## src/rtl/shp_pkg.sv

```systemverilog
package shp_pkg;

  localparam int MANT_W = 8;
  localparam int EXP_W  = 4;
  localparam int FRAC_W = 8;
  // (256+m) needs MANT_W+1 bits, shifted by up to 2^EXP_W, one bit headroom for sums
  localparam int CRED_W = MANT_W + 2 + (1 << EXP_W);

  typedef logic [CRED_W-1:0] credit_t;

  // (256 + m) << sh, in 1/256 units
  function automatic credit_t me_value(input logic [MANT_W-1:0] m,
                                       input logic [EXP_W:0]    sh);
    credit_t base;
    base = credit_t'({1'b1, m});
    return base << sh;
  endfunction

endpackage

```

## src/rtl/shp_tick_div.sv

```systemverilog
module shp_tick_div #(
  parameter int DIV_MAX = 12,
  parameter int DIVX_W  = 4
) (
  input  logic              clk,
  input  logic              rst_n,
  input  logic              clear,
  input  logic              base_tick,
  input  logic [DIVX_W-1:0] div_exp,
  output logic              refill_evt
);

  localparam int CNT_W = (DIV_MAX > 0) ? DIV_MAX : 1;

  logic [CNT_W-1:0]  cnt_q, cnt_d;
  logic [DIVX_W-1:0] div_eff;
  logic [CNT_W:0]    span;
  logic [CNT_W-1:0]  limit;

  always_comb begin
    if (div_exp > DIVX_W'(DIV_MAX)) div_eff = DIVX_W'(DIV_MAX);
    else                             div_eff = div_exp;
    span  = (CNT_W+1)'(1) << div_eff;
    limit = CNT_W'(span - (CNT_W+1)'(1));
  end

  assign refill_evt = base_tick && !clear && (cnt_q == limit);

  always_comb begin
    cnt_d = cnt_q;
    if (clear)           cnt_d = '0;
    else if (refill_evt) cnt_d = '0;
    else if (base_tick)  cnt_d = cnt_q + CNT_W'(1);
  end

  always_ff @(posedge clk or negedge rst_n) begin
    if (!rst_n) cnt_q <= '0;
    else        cnt_q <= cnt_d;
  end

  AST_CNT_IN_WINDOW: assert property (@(posedge clk) disable iff (!rst_n)
    cnt_q <= limit);

  AST_QUIET_NO_REFILL: assert property (@(posedge clk) disable iff (!rst_n)
    (!base_tick && !clear) |=> (cnt_q == $past(cnt_q)));

endmodule

```

## src/rtl/shp_cost.sv

```systemverilog
module shp_cost
  import shp_pkg::*;
#(
  parameter int LEN_W = 16,
  parameter int ADJ_W = 9
) (
  input  logic [LEN_W-1:0]        pkt_len,
  input  logic                    count_mode,
  input  logic signed [ADJ_W-1:0] adj,
  output credit_t                 cost
);

  localparam int SUM_W = ((LEN_W > ADJ_W) ? LEN_W : ADJ_W) + 2;

  logic signed [SUM_W-1:0] len_s, adj_s, sum_s;
  logic        [SUM_W-1:0] len_pos;

  always_comb begin
    len_s = SUM_W'($signed({1'b0, pkt_len}));
    adj_s = SUM_W'(adj);
    sum_s = len_s + adj_s;
    if (sum_s < 0) len_pos = '0;
    else           len_pos = SUM_W'(sum_s);
    if (count_mode) cost = credit_t'(1) << FRAC_W;
    else            cost = credit_t'(len_pos) << FRAC_W;
  end

endmodule

```

## src/rtl/shp_bucket.sv

```systemverilog
module shp_bucket
  import shp_pkg::*;
(
  input  logic    clk,
  input  logic    rst_n,
  input  logic    load,
  input  credit_t new_cap,
  input  logic    refill_evt,
  input  credit_t refill_amt,
  input  logic    send,
  input  credit_t cost,
  output logic    conform,
  output credit_t credit
);

  localparam credit_t RESET_CAP = credit_t'(512);

  credit_t credit_q, credit_d;
  credit_t cap_q, cap_d;
  credit_t sum, sat;

  assign conform = (credit_q >= cost);
  assign credit  = credit_q;

  always_comb begin
    cap_d = load ? new_cap : cap_q;
    sum   = credit_q + (refill_evt ? refill_amt : credit_t'(0));
    sat   = (sum > cap_q) ? cap_q : sum;
    if (load)                  credit_d = new_cap;
    else if (send && conform)  credit_d = sat - cost;
    else                       credit_d = sat;
  end

  always_ff @(posedge clk or negedge rst_n) begin
    if (!rst_n) begin
      credit_q <= RESET_CAP;
      cap_q    <= RESET_CAP;
    end else begin
      credit_q <= credit_d;
      cap_q    <= cap_d;
    end
  end

  AST_CREDIT_CAP: assert property (@(posedge clk) disable iff (!rst_n)
    credit_q <= cap_q);

  AST_LOAD_FILL: assert property (@(posedge clk) disable iff (!rst_n)
    load |=> (credit_q == cap_q));

  AST_REJECT_HOLD: assert property (@(posedge clk) disable iff (!rst_n)
    (send && !conform && !load && !refill_evt) |=> $stable(credit_q));

  AST_DEBIT: assert property (@(posedge clk) disable iff (!rst_n)
    (send && conform && !load && !refill_evt) |=>
      (credit_q == $past(credit_q) - $past(cost)));

  AST_ORDER: assert property (@(posedge clk) disable iff (!rst_n)
    (send && conform && !load && refill_evt) |=>
      (credit_q + $past(cost) <= $past(cap_q)));

endmodule

```

## src/rtl/mx_shaper.sv

```systemverilog
module mx_shaper
  import shp_pkg::*;
#(
  parameter int LEN_W     = 16,
  parameter int ADJ_W     = 9,
  parameter int MIN_FRAME = 60,
  parameter int DIV_MAX   = 12,
  parameter int DIVX_W    = 4
) (
  input  logic                    clk,
  input  logic                    rst_n,
  input  logic                    cfg_load,
  input  logic [MANT_W-1:0]       cfg_rate_mant,
  input  logic [EXP_W-1:0]        cfg_rate_exp,
  input  logic [DIVX_W-1:0]       cfg_div_exp,
  input  logic [MANT_W-1:0]       cfg_burst_mant,
  input  logic [EXP_W-1:0]        cfg_burst_exp,
  input  logic signed [ADJ_W-1:0] cfg_len_adj,
  input  logic                    base_tick,
  input  logic [LEN_W-1:0]        pkt_len,
  input  logic                    pkt_count_mode,
  input  logic                    pkt_send,
  output logic                    pkt_conform,
  output logic [CRED_W-1:0]       credit_level
);

  localparam logic signed [ADJ_W-1:0] ADJ_LO = ADJ_W'(1 - MIN_FRAME);
  localparam logic signed [ADJ_W-1:0] ADJ_HI = ADJ_W'(255);

  logic [MANT_W-1:0]       rate_m_q, rate_m_d;
  logic [EXP_W-1:0]        rate_e_q, rate_e_d;
  logic [DIVX_W-1:0]       div_q, div_d;
  logic signed [ADJ_W-1:0] adj_q, adj_d, adj_clamped;

  credit_t new_cap, refill_amt, cost, credit;
  logic    refill_evt;

  always_comb begin
    if (cfg_len_adj < ADJ_LO)      adj_clamped = ADJ_LO;
    else if (cfg_len_adj > ADJ_HI) adj_clamped = ADJ_HI;
    else                           adj_clamped = cfg_len_adj;
  end

  always_comb begin
    rate_m_d = rate_m_q;
    rate_e_d = rate_e_q;
    div_d    = div_q;
    adj_d    = adj_q;
    if (cfg_load) begin
      rate_m_d = cfg_rate_mant;
      rate_e_d = cfg_rate_exp;
      div_d    = cfg_div_exp;
      adj_d    = adj_clamped;
    end
  end

  always_ff @(posedge clk or negedge rst_n) begin
    if (!rst_n) begin
      rate_m_q <= '0;
      rate_e_q <= '0;
      div_q    <= '0;
      adj_q    <= '0;
    end else begin
      rate_m_q <= rate_m_d;
      rate_e_q <= rate_e_d;
      div_q    <= div_d;
      adj_q    <= adj_d;
    end
  end

  assign new_cap    = me_value(cfg_burst_mant, {1'b0, cfg_burst_exp} + (EXP_W+1)'(1));
  assign refill_amt = me_value(rate_m_q, {1'b0, rate_e_q});

  shp_tick_div #(.DIV_MAX(DIV_MAX), .DIVX_W(DIVX_W)) u_div (
    .clk        (clk),
    .rst_n      (rst_n),
    .clear      (cfg_load),
    .base_tick  (base_tick),
    .div_exp    (div_q),
    .refill_evt (refill_evt)
  );

  shp_cost #(.LEN_W(LEN_W), .ADJ_W(ADJ_W)) u_cost (
    .pkt_len    (pkt_len),
    .count_mode (pkt_count_mode),
    .adj        (adj_q),
    .cost       (cost)
  );

  shp_bucket u_bucket (
    .clk        (clk),
    .rst_n      (rst_n),
    .load       (cfg_load),
    .new_cap    (new_cap),
    .refill_evt (refill_evt),
    .refill_amt (refill_amt),
    .send       (pkt_send),
    .cost       (cost),
    .conform    (pkt_conform),
    .credit     (credit)
  );

  assign credit_level = credit;

  AST_ADJ_RANGE: assert property (@(posedge clk) disable iff (!rst_n)
    (adj_q >= ADJ_LO) && (adj_q <= ADJ_HI));

endmodule

```

## config.mk

```make
export PLATFORM = sky130hd
export DESIGN_NAME = mx_shaper
export DESIGN_NICKNAME = d
export VERILOG_FILES = /design/src/rtl/shp_pkg.sv /design/src/rtl/shp_tick_div.sv /design/src/rtl/shp_cost.sv /design/src/rtl/shp_bucket.sv /design/src/rtl/mx_shaper.sv
export SDC_FILE = /design/constraint.sdc
export NUM_CORES = 1
export LEC_CHECK = 0
export CAP_MARGIN = 15
export CORE_ASPECT_RATIO = 0.6
export CORE_MARGIN = 4
export CORE_UTILIZATION = 61
export CTS_BUF_LIST = sky130_fd_sc_hd__clkbuf_2
export DETAILED_ROUTE_END_ITERATION = 10
export GPL_TIMING_DRIVEN = 0
export HOLD_SLACK_MARGIN = 0.02
export PLACE_DENSITY = 0.84
export SKIP_LAST_GASP = 1
export SLEW_MARGIN = 25
export SYNTH_ARGS = -nofsm -noshare
export SYNTH_HDL_FRONTEND = slang
export SYNTH_SLANG_ARGS = --single-unit
```

## constraint.sdc

```tcl
create_clock -name clk -period 11.2 [get_ports clk]
set_input_delay 1.12 -clock clk [delete_from_list [all_inputs] [get_ports clk]]
set_output_delay 1.12 -clock clk [all_outputs]
set_load 0.02 [all_outputs]
```

# ---- Word-level counts from Yosys, hierarchy flattened
# Cells that the tools add are included.
dict set report word_totals {
  regBits 89
  input_bits 59
  out_inout_bits 27
}
dict set report classes {
  n_addsub 6
  magnitude_cmp 6
  eq_ne 1
  shift 3
  mux 12
  reduce_logical 5
}
# op n
set op_table {}
lappend op_table {{26-bit two-way mux} 5}
lappend op_table {{12-bit two-way mux} 3}
lappend op_table {{26-bit adder} 1}
lappend op_table {{26-bit >= comparator} 1}
lappend op_table {{26-bit > comparator} 1}
lappend op_table {{9-bit by 4-bit << shifter with 26-bit output} 1}
lappend op_table {{9-bit by 5-bit << shifter with 26-bit output} 1}
lappend op_table {{26-bit subtractor} 1}
lappend op_table {{17-bit by 9-bit adder with 18-bit output} 1}
lappend op_table {{18-bit by 1-bit less-than comparator with 1-bit output (second input constant)} 1}
lappend op_table {{18-bit two-way mux} 1}
lappend op_table {{9-bit two-way mux} 2}
lappend op_table {{12-bit by 1-bit adder with 12-bit output (second input constant)} 1}
lappend op_table {{12-bit equality test} 1}
lappend op_table {{1-bit by 4-bit << shifter with 12-bit output (first input constant)} 1}
lappend op_table {{12-bit by 1-bit subtractor with 12-bit output (second input constant)} 1}
lappend op_table {{9-bit > comparator (second input constant)} 1}
lappend op_table {{9-bit by 7-bit less-than comparator with 1-bit output (second input constant)} 1}
lappend op_table {{4-bit by 1-bit adder with 5-bit output (second input constant)} 1}
lappend op_table {{4-bit > comparator (second input constant)} 1}
lappend op_table {{4-bit two-way mux} 1}
lappend op_table {{1-bit logical AND} 3}
lappend op_table {{3-bit nonzero test} 1}
lappend op_table {{1-bit logical NOT} 1}

# ---- Logic depth before layout (Yosys ltp)
dict set report depth {
  depth_word 13
  depth_mapped 43
  mapped_depth_nobuf 40
}

# ---- Hierarchy
# A second synthesis with hierarchy kept.
dict set report hier_totals {
  hier_cells 1367
  area_unflattened_um2 11187.0
}
# mod instances cells_each area_each_um2 seq_area_each_um2
set modules_own_cells {}
lappend modules_own_cells {shp_bucket 1 797 6454.9 1303.8}
lappend modules_own_cells {mx_shaper 1 297 2541.2 625.6}
lappend modules_own_cells {shp_tick_div 1 135 1162.4 300.3}
lappend modules_own_cells {shp_cost 1 138 1028.5 0.0}

# ---- Worst setup path before layout
# OpenSTA, ideal clock, no wires.
dict set report synth_path {
  path_kind {reg-to-reg}
  startpoint {register div_q[0]}
  endpoint {register u_bucket.credit_q[23], in the netlist u_bucket.credit[23]}
  setup_time_ps 126
  arrival_time_ps 8470
  required_time_ps 11074
  path_slack_ps 2604
  stages_incl_launch_ff 42
  n_path_buf 4
  path_cell_list {dfrtp_1 buf_4 nor2_1 nand2_1 ha_1 xnor2_1 a31oi_1 o211ai_1 a2111oi_2 o2111ai_1 or3b_1 buf_2 nor2_1 and3_1 ha_1 a211oi_1 o21ai_1 o31ai_4 [... 6 more ...] nand4_1 nor4_1 o21ai_0 a31oi_1 o31ai_1 buf_2 buf_2 o21ai_0 ha_1 nor2b_1 o31ai_1 a21oi_1 o21a_1 a221o_1 o31ai_1 o21ai_0 xor2_1 a221o_1}
}
dict set report synth_via {
  elab_chain_len 13
}
# item line
set synth_lines {}
lappend synth_lines {{start: declaration} mx_shaper.sv:32} ;# logic [DIVX_W-1:0] div_q, div_d;
lappend synth_lines {{start signal: assignment} mx_shaper.sv:66} ;# div_q <= div_d;
lappend synth_lines {{4-bit > comparator} shp_tick_div.sv:21} ;# if (div_exp > DIVX_W'(DIV_MAX)) div_eff = DIVX_W'(DIV_MAX);
lappend synth_lines {{4-bit two-way mux (*)} shp_tick_div.sv:21}
lappend synth_lines {{1-bit by 4-bit << shifter with 12-bit output (*)} shp_tick_div.sv:23} ;# span = (CNT_W+1)'(1) << div_eff;
lappend synth_lines {{12-bit by 1-bit subtractor with 12-bit output (*)} shp_tick_div.sv:24} ;# limit = CNT_W'(span - (CNT_W+1)'(1));
lappend synth_lines {{12-bit equality test (*)} shp_tick_div.sv:27} ;# assign refill_evt = base_tick && !clear && (cnt_q == limit);
lappend synth_lines {{1-bit logical AND (*)} shp_tick_div.sv:27}
lappend synth_lines {{26-bit two-way mux (*)} shp_bucket.sv:27} ;# sum = credit_q + (refill_evt ? refill_amt : credit_t'(0));
lappend synth_lines {{26-bit adder (*)} shp_bucket.sv:27}
lappend synth_lines {{26-bit > comparator} shp_bucket.sv:28} ;# sat = (sum > cap_q) ? cap_q : sum;
lappend synth_lines {{26-bit two-way mux (*)} shp_bucket.sv:28}
lappend synth_lines {{26-bit subtractor} shp_bucket.sv:30} ;# else if (send && conform) credit_d = sat - cost;
lappend synth_lines {{26-bit two-way mux (*)} shp_bucket.sv:30}
lappend synth_lines {{26-bit two-way mux (*)} shp_bucket.sv:29} ;# if (load) credit_d = new_cap;
lappend synth_lines {{net u_bucket.credit_d[23]} shp_bucket.sv:18} ;# credit_t credit_q, credit_d;
lappend synth_lines {{end signal: assignment} shp_bucket.sv:39} ;# credit_q <= credit_d;
lappend synth_lines {{end: declaration} shp_bucket.sv:18}
# The timed path passes the listed nets; every way through them passes the cells marked *.
# A chain may end at the register's enable or synchronous reset.

# ---- Worst setup path after layout
dict set report layout_path {
  startpoint {register div_q[0]}
  endpoint {register u_bucket.credit_q[25], in the netlist u_bucket.credit[25]}
}
# Same word-level chain as after synthesis.

==> run_summary.xml <==
<?xml version="1.0" encoding="UTF-8"?>
<metrics>
  <group name="place">
    <metric name="io_buffer_count" unit="">85</metric>
    <metric name="hpwlAfterDp" unit="um">22200</metric>
    <metric name="final_weighted_congestion_of_routability_driven_global_placement" unit="">0.950</metric>
  </group>
  <group name="logic_synthesis">
    <metric name="most_common_flop_cell_mapped_by_yosys" unit="">sky130_fd_sc_hd__dfrtp_1</metric>
    <metric name="yosysWarnings" unit="">0</metric>
    <metric name="synth-seq-area-share" unit="%">24.9</metric>
    <metric name="post_syn_area_per_cell" unit="um^2">8.22</metric>
    <metric name="synth_edf_count" unit="">0</metric>
    <metric name="syn_nets" unit="">1256</metric>
    <metric name="yosys.cell_types.count" unit="">75</metric>
    <metric name="syn_area" unit="um^2">8950</metric>
    <metric name="synthArstFlopShare" unit="%">100</metric>
    <metric name="post_synth_inst_count" unit="">1088</metric>
    <metric name="ys_seq_elements" unit="">89</metric>
  </group>
  <group name="global_route">
    <metric name="grt_use_total" unit="%">33.0</metric>
    <metric name="antenna_violations_before_repair" unit="">0</metric>
    <metric name="pin_count_of_the_biggest_net_entering_global_routing" unit="">68</metric>
    <metric name="globalRoute.totalOverflow" unit="">0</metric>
    <metric name="first_global_vias" unit="">8031</metric>
    <metric name="grt_pass1_wl" unit="um">43200</metric>
  </group>
  <group name="worst_setup_path">
    <metric name="reg2reg_depth" unit="">40</metric>
    <metric name="timing.setup.critical_path_class" unit="">reg -&gt; reg</metric>
    <metric name="timing.critical_path.mode_cell" unit="">sky130_fd_sc_hd__ha_1</metric>
    <metric name="critical-path-slowest-cell" unit="">sky130_fd_sc_hd__o31ai_1</metric>
    <metric name="critical_path.startpoint_type" unit="">flip-flop</metric>
    <metric name="crit_path_max_incr_delay" unit="ns">0.55</metric>
    <metric name="critical_path_arrival" unit="ns">11.16</metric>
    <metric name="worstSetupEndpointType" unit="">flip-flop</metric>
    <metric name="cp_data_required_time" unit="ns">11.64</metric>
    <metric name="timing.critical_path.buf_inv" unit="">5</metric>
    <metric name="worst_case_register_to_register_setup_slack" unit="ns">0.48</metric>
    <metric name="worstReg2RegEnd" unit="">u_bucket.credit[25]</metric>
    <metric name="critPathTopFamily" unit="">compound AO/OA/AOI/OAI gates</metric>
    <metric name="reg2reg_from" unit="">div_q[0]</metric>
    <metric name="cp_max_fo" unit="">10</metric>
  </group>
  <group name="timing">
    <metric name="worst_pin_slew" unit="ns">0.922</metric>
    <metric name="slew_headroom" unit="%">38.6</metric>
    <metric name="unrepaired_setup_endpoints_after_global_routing" unit="">false</metric>
    <metric name="worst_clock_skew" unit="ns">0.0466</metric>
    <metric name="totalNegativeSetupSlack" unit="ns">0</metric>
    <metric name="maxClockFrequency" unit="MHz">93.3</metric>
    <metric name="layout_worst_path_cycle_share" unit="%">95.7</metric>
    <metric name="holdWs" unit="ns">0.326</metric>
    <metric name="final_period_minus_worst_setup_slack" unit="ns">10.72</metric>
    <metric name="count_of_final_max_slew_check_failures" unit="">0</metric>
    <metric name="setup_viol" unit="">0</metric>
    <metric name="number_of_endpoints_with_negative_hold_slack_in_the_final_report" unit="">0</metric>
  </group>
  <group name="die">
    <metric name="row_count" unit="">33</metric>
    <metric name="i_o_pin_count" unit="">86</metric>
    <metric name="die_h" unit="um">102</metric>
    <metric name="chipWidth" unit="um">164</metric>
    <metric name="coreArea" unit="um^2">14000</metric>
    <metric name="initial_core_util" unit="%">63.9</metric>
    <metric name="die_area" unit="um^2">16700</metric>
  </group>
  <group name="layout">
    <metric name="drive_gt1_share" unit="%">6.64</metric>
    <metric name="syn_to_final_growth" unit="%">14.6</metric>
    <metric name="total_inserted_antenna_cells" unit="">0</metric>
    <metric name="fin_nets" unit="">1353</metric>
  </group>
  <group name="power_and_ir_drop">
    <metric name="leakage" unit="nW">4.54</metric>
    <metric name="vdd_drop_max" unit="V">0.000133</metric>
    <metric name="power_per_cell_area" unit="nW/um^2">202</metric>
  </group>
  <group name="hold_path">
    <metric name="worst_min_delay_path_category" unit="">in -&gt; async</metric>
  </group>
  <group name="detailed_routing">
    <metric name="num_vias" unit="">8885</metric>
    <metric name="detail-route-antenna-nets" unit="">0</metric>
    <metric name="avgViaCountPerCell" unit="">6.43</metric>
    <metric name="route.detailed.drc" unit="">0</metric>
    <metric name="first_pass_iters" unit="">5</metric>
    <metric name="wl" unit="um">27600</metric>
    <metric name="detail_route.iter0.violations" unit="">961</metric>
    <metric name="wl_cell" unit="um">20.0</metric>
  </group>
  <group name="cts">
    <metric name="cts_setup_buffers" unit="">0</metric>
    <metric name="tritoncts.num_buffers" unit="">9</metric>
    <metric name="path_clk_slew" unit="ns">0.29</metric>
    <metric name="clk_path_buf_depth" unit="">2</metric>
    <metric name="clock_tree.htree_level_count" unit="">3</metric>
    <metric name="numClockSinks" unit="">89</metric>
    <metric name="clk_root_buffer_cell" unit="">sky130_fd_sc_hd__clkbuf_2</metric>
    <metric name="clock_latency" unit="ns">0.60</metric>
    <metric name="tritoncts" unit="">yes</metric>
  </group>
  <group name="outcome">
    <metric name="outcome" unit="">completed</metric>
  </group>
  <group name="flow_run">
    <metric name="cap_violations" unit="">0</metric>
  </group>
</metrics>
## state kept, by name, summed over array words and instances, names as in the netlist
register         count
div_q                4
u_bucket.credit     26
rate_e_q             4
u_bucket.cap_q      26
adj_q                9
rate_m_q             8
u_div.cnt_q         12
## placed cells by master (no fill, tap or decap), types with 8 or more instances in the layout
cell                              count
sky130_fd_sc_hd__mux2_2              27
sky130_fd_sc_hd__ha_1               106
sky130_fd_sc_hd__nor2b_1             17
sky130_fd_sc_hd__xnor2_1             37
sky130_fd_sc_hd__clkbuf_2             9
sky130_fd_sc_hd__o211ai_1            13
sky130_fd_sc_hd__and3_1              13
sky130_fd_sc_hd__xor2_1              21
sky130_fd_sc_hd__o21a_1              16
sky130_fd_sc_hd__clkdlybuf4s50_1     84
sky130_fd_sc_hd__a21oi_1             84
sky130_fd_sc_hd__clkbuf_1            29
sky130_fd_sc_hd__dfrtp_1             87
sky130_fd_sc_hd__nor3_1              21
sky130_fd_sc_hd__nand2b_1            20
sky130_fd_sc_hd__a21o_1              29
sky130_fd_sc_hd__a211oi_1            17
sky130_fd_sc_hd__inv_1               56
sky130_fd_sc_hd__buf_2                8
sky130_fd_sc_hd__mux2i_1             18
sky130_fd_sc_hd__o21ai_0            102
sky130_fd_sc_hd__nand3_1             27
sky130_fd_sc_hd__nor2_1              70
sky130_fd_sc_hd__nand2_1            102
sky130_fd_sc_hd__and4_1               8
sky130_fd_sc_hd__a31oi_1             13
sky130_fd_sc_hd__nand4_1             16
## cells in the mapped netlist, drive strengths merged (4+ instances only)
cell type	n	area share (%)
nand4	16	1.1
o22a	6	0.59
a221o	5	0.56
o21a	16	1.3
o22ai	6	0.42
mux2	27	3.4
a211o	5	0.49
o311ai	5	0.49
o21ai	108	6.1
a211oi	17	1.4
nand2b	20	1.4
xnor2	37	3.6
a22oi	4	0.34
nor3	22	1.2
and2	6	0.42
a2111oi	4	0.46
o31ai	7	0.74
nor2b	17	1.2
and3	14	0.98
nand2	102	4.3
inv	56	2.3
a31oi	13	0.91
ha	106	15
nor2	71	3.1
xor2	21	2.1
clkbuf	29	1.2
nand3	27	1.5
o211ai	13	1.1
or2	4	0.28
o21bai	6	0.50
nand3b	4	0.34
and4	8	0.78
a21o	29	2.4
a21oi	85	4.8
nor4	6	0.42
dfrtp	87	24
mux2i	18	2.0
buf	15	0.91
## cell type report
class	count	area, um^2
multi-input combinational	899	6360
fill	1127	3740
sequential	89	2230
timing repair buffer	86	880
tap	192	240
inverter	56	210
buffer	44	190
clock inverter	7	101
clock buffer	9	45.0
## how the worst max path moves through the flow
stage               slack (ns)  depth (start not counted)             endpoint      from
finish                    0.48                         40  u_bucket.credit[25]  div_q[0]
global route              0.04                         43  u_bucket.credit[24]  div_q[0]
CTS                       0.30                         41  u_bucket.credit[25]  div_q[0]
detailed placement        0.41                         41  u_bucket.credit[23]  div_q[0]
global placement          0.61                         41  u_bucket.credit[23]  div_q[0]
floorplan                 2.60                         41  u_bucket.credit[23]  div_q[0]
## metal layers
metal | global-route usage, % | routed length [um] | part of all wire [%] | vias up
met1 | 51.8 | 13200 | 48 | 4144
met5 | 0 | 0 | 0 | -
met2 | 44.8 | 10500 | 38 | 497
met4 | 5.03 | 344 | 1.2 | 0
met3 | 10.0 | 3580 | 13 | 29
li1 | - | - | - | 4215
## cells by family (layout without fill, tap and decap cells)
logic type,count (synthesis),after routing,synth area share (%)
AOI/OAI and AO/OA,353,353,25.2
xor gates and xnor gates,58,58,5.68
adders and majority gates,110,110,15.6
buffers and inverters,100,202,4.47
DFF,89,89,24.9
muxes,47,47,5.91
and+or+nand+nor,331,331,18.3
## repair_timing
item,4_1_cts,5_1_grt
resized for setup,0,9
hold buffers,0,0
endpoints found under the setup margin,0,8
hold endpoints to repair,0,0
## through the flow
| step | power (mW) | setup slack [ns] | cell area, um^2 | utilization, % | instances |
|---|---|---|---|---|---|
| finish | 2.07 | 0.484 | 10300 | 73.3 | 1382 |
| global route | 2.21 | 0.0382 | 10300 | 73.3 | 1382 |
| CTS | 2.02 | 0.297 | 10200 | 73.0 | 1382 |
| detailed placement | 1.81 | 0.413 | 10100 | 71.9 | 1366 |
| global placement | 1.77 | 0.609 | 10000 | 71.7 | 1365 |
| floorplan | 1.42 | 2.60 | 8950 | - | 1088 |
## power breakdown
part / internal (mW) / switching [mW] / total [mW]
clock network: 0.0757 / 0.129 / 0.205
registers: 0.375 / 0.0660 / 0.441
logic: 0.610 / 0.819 / 1.43
total: 1.06 / 1.01 / 2.07
(Power assumes the default switching activity.)
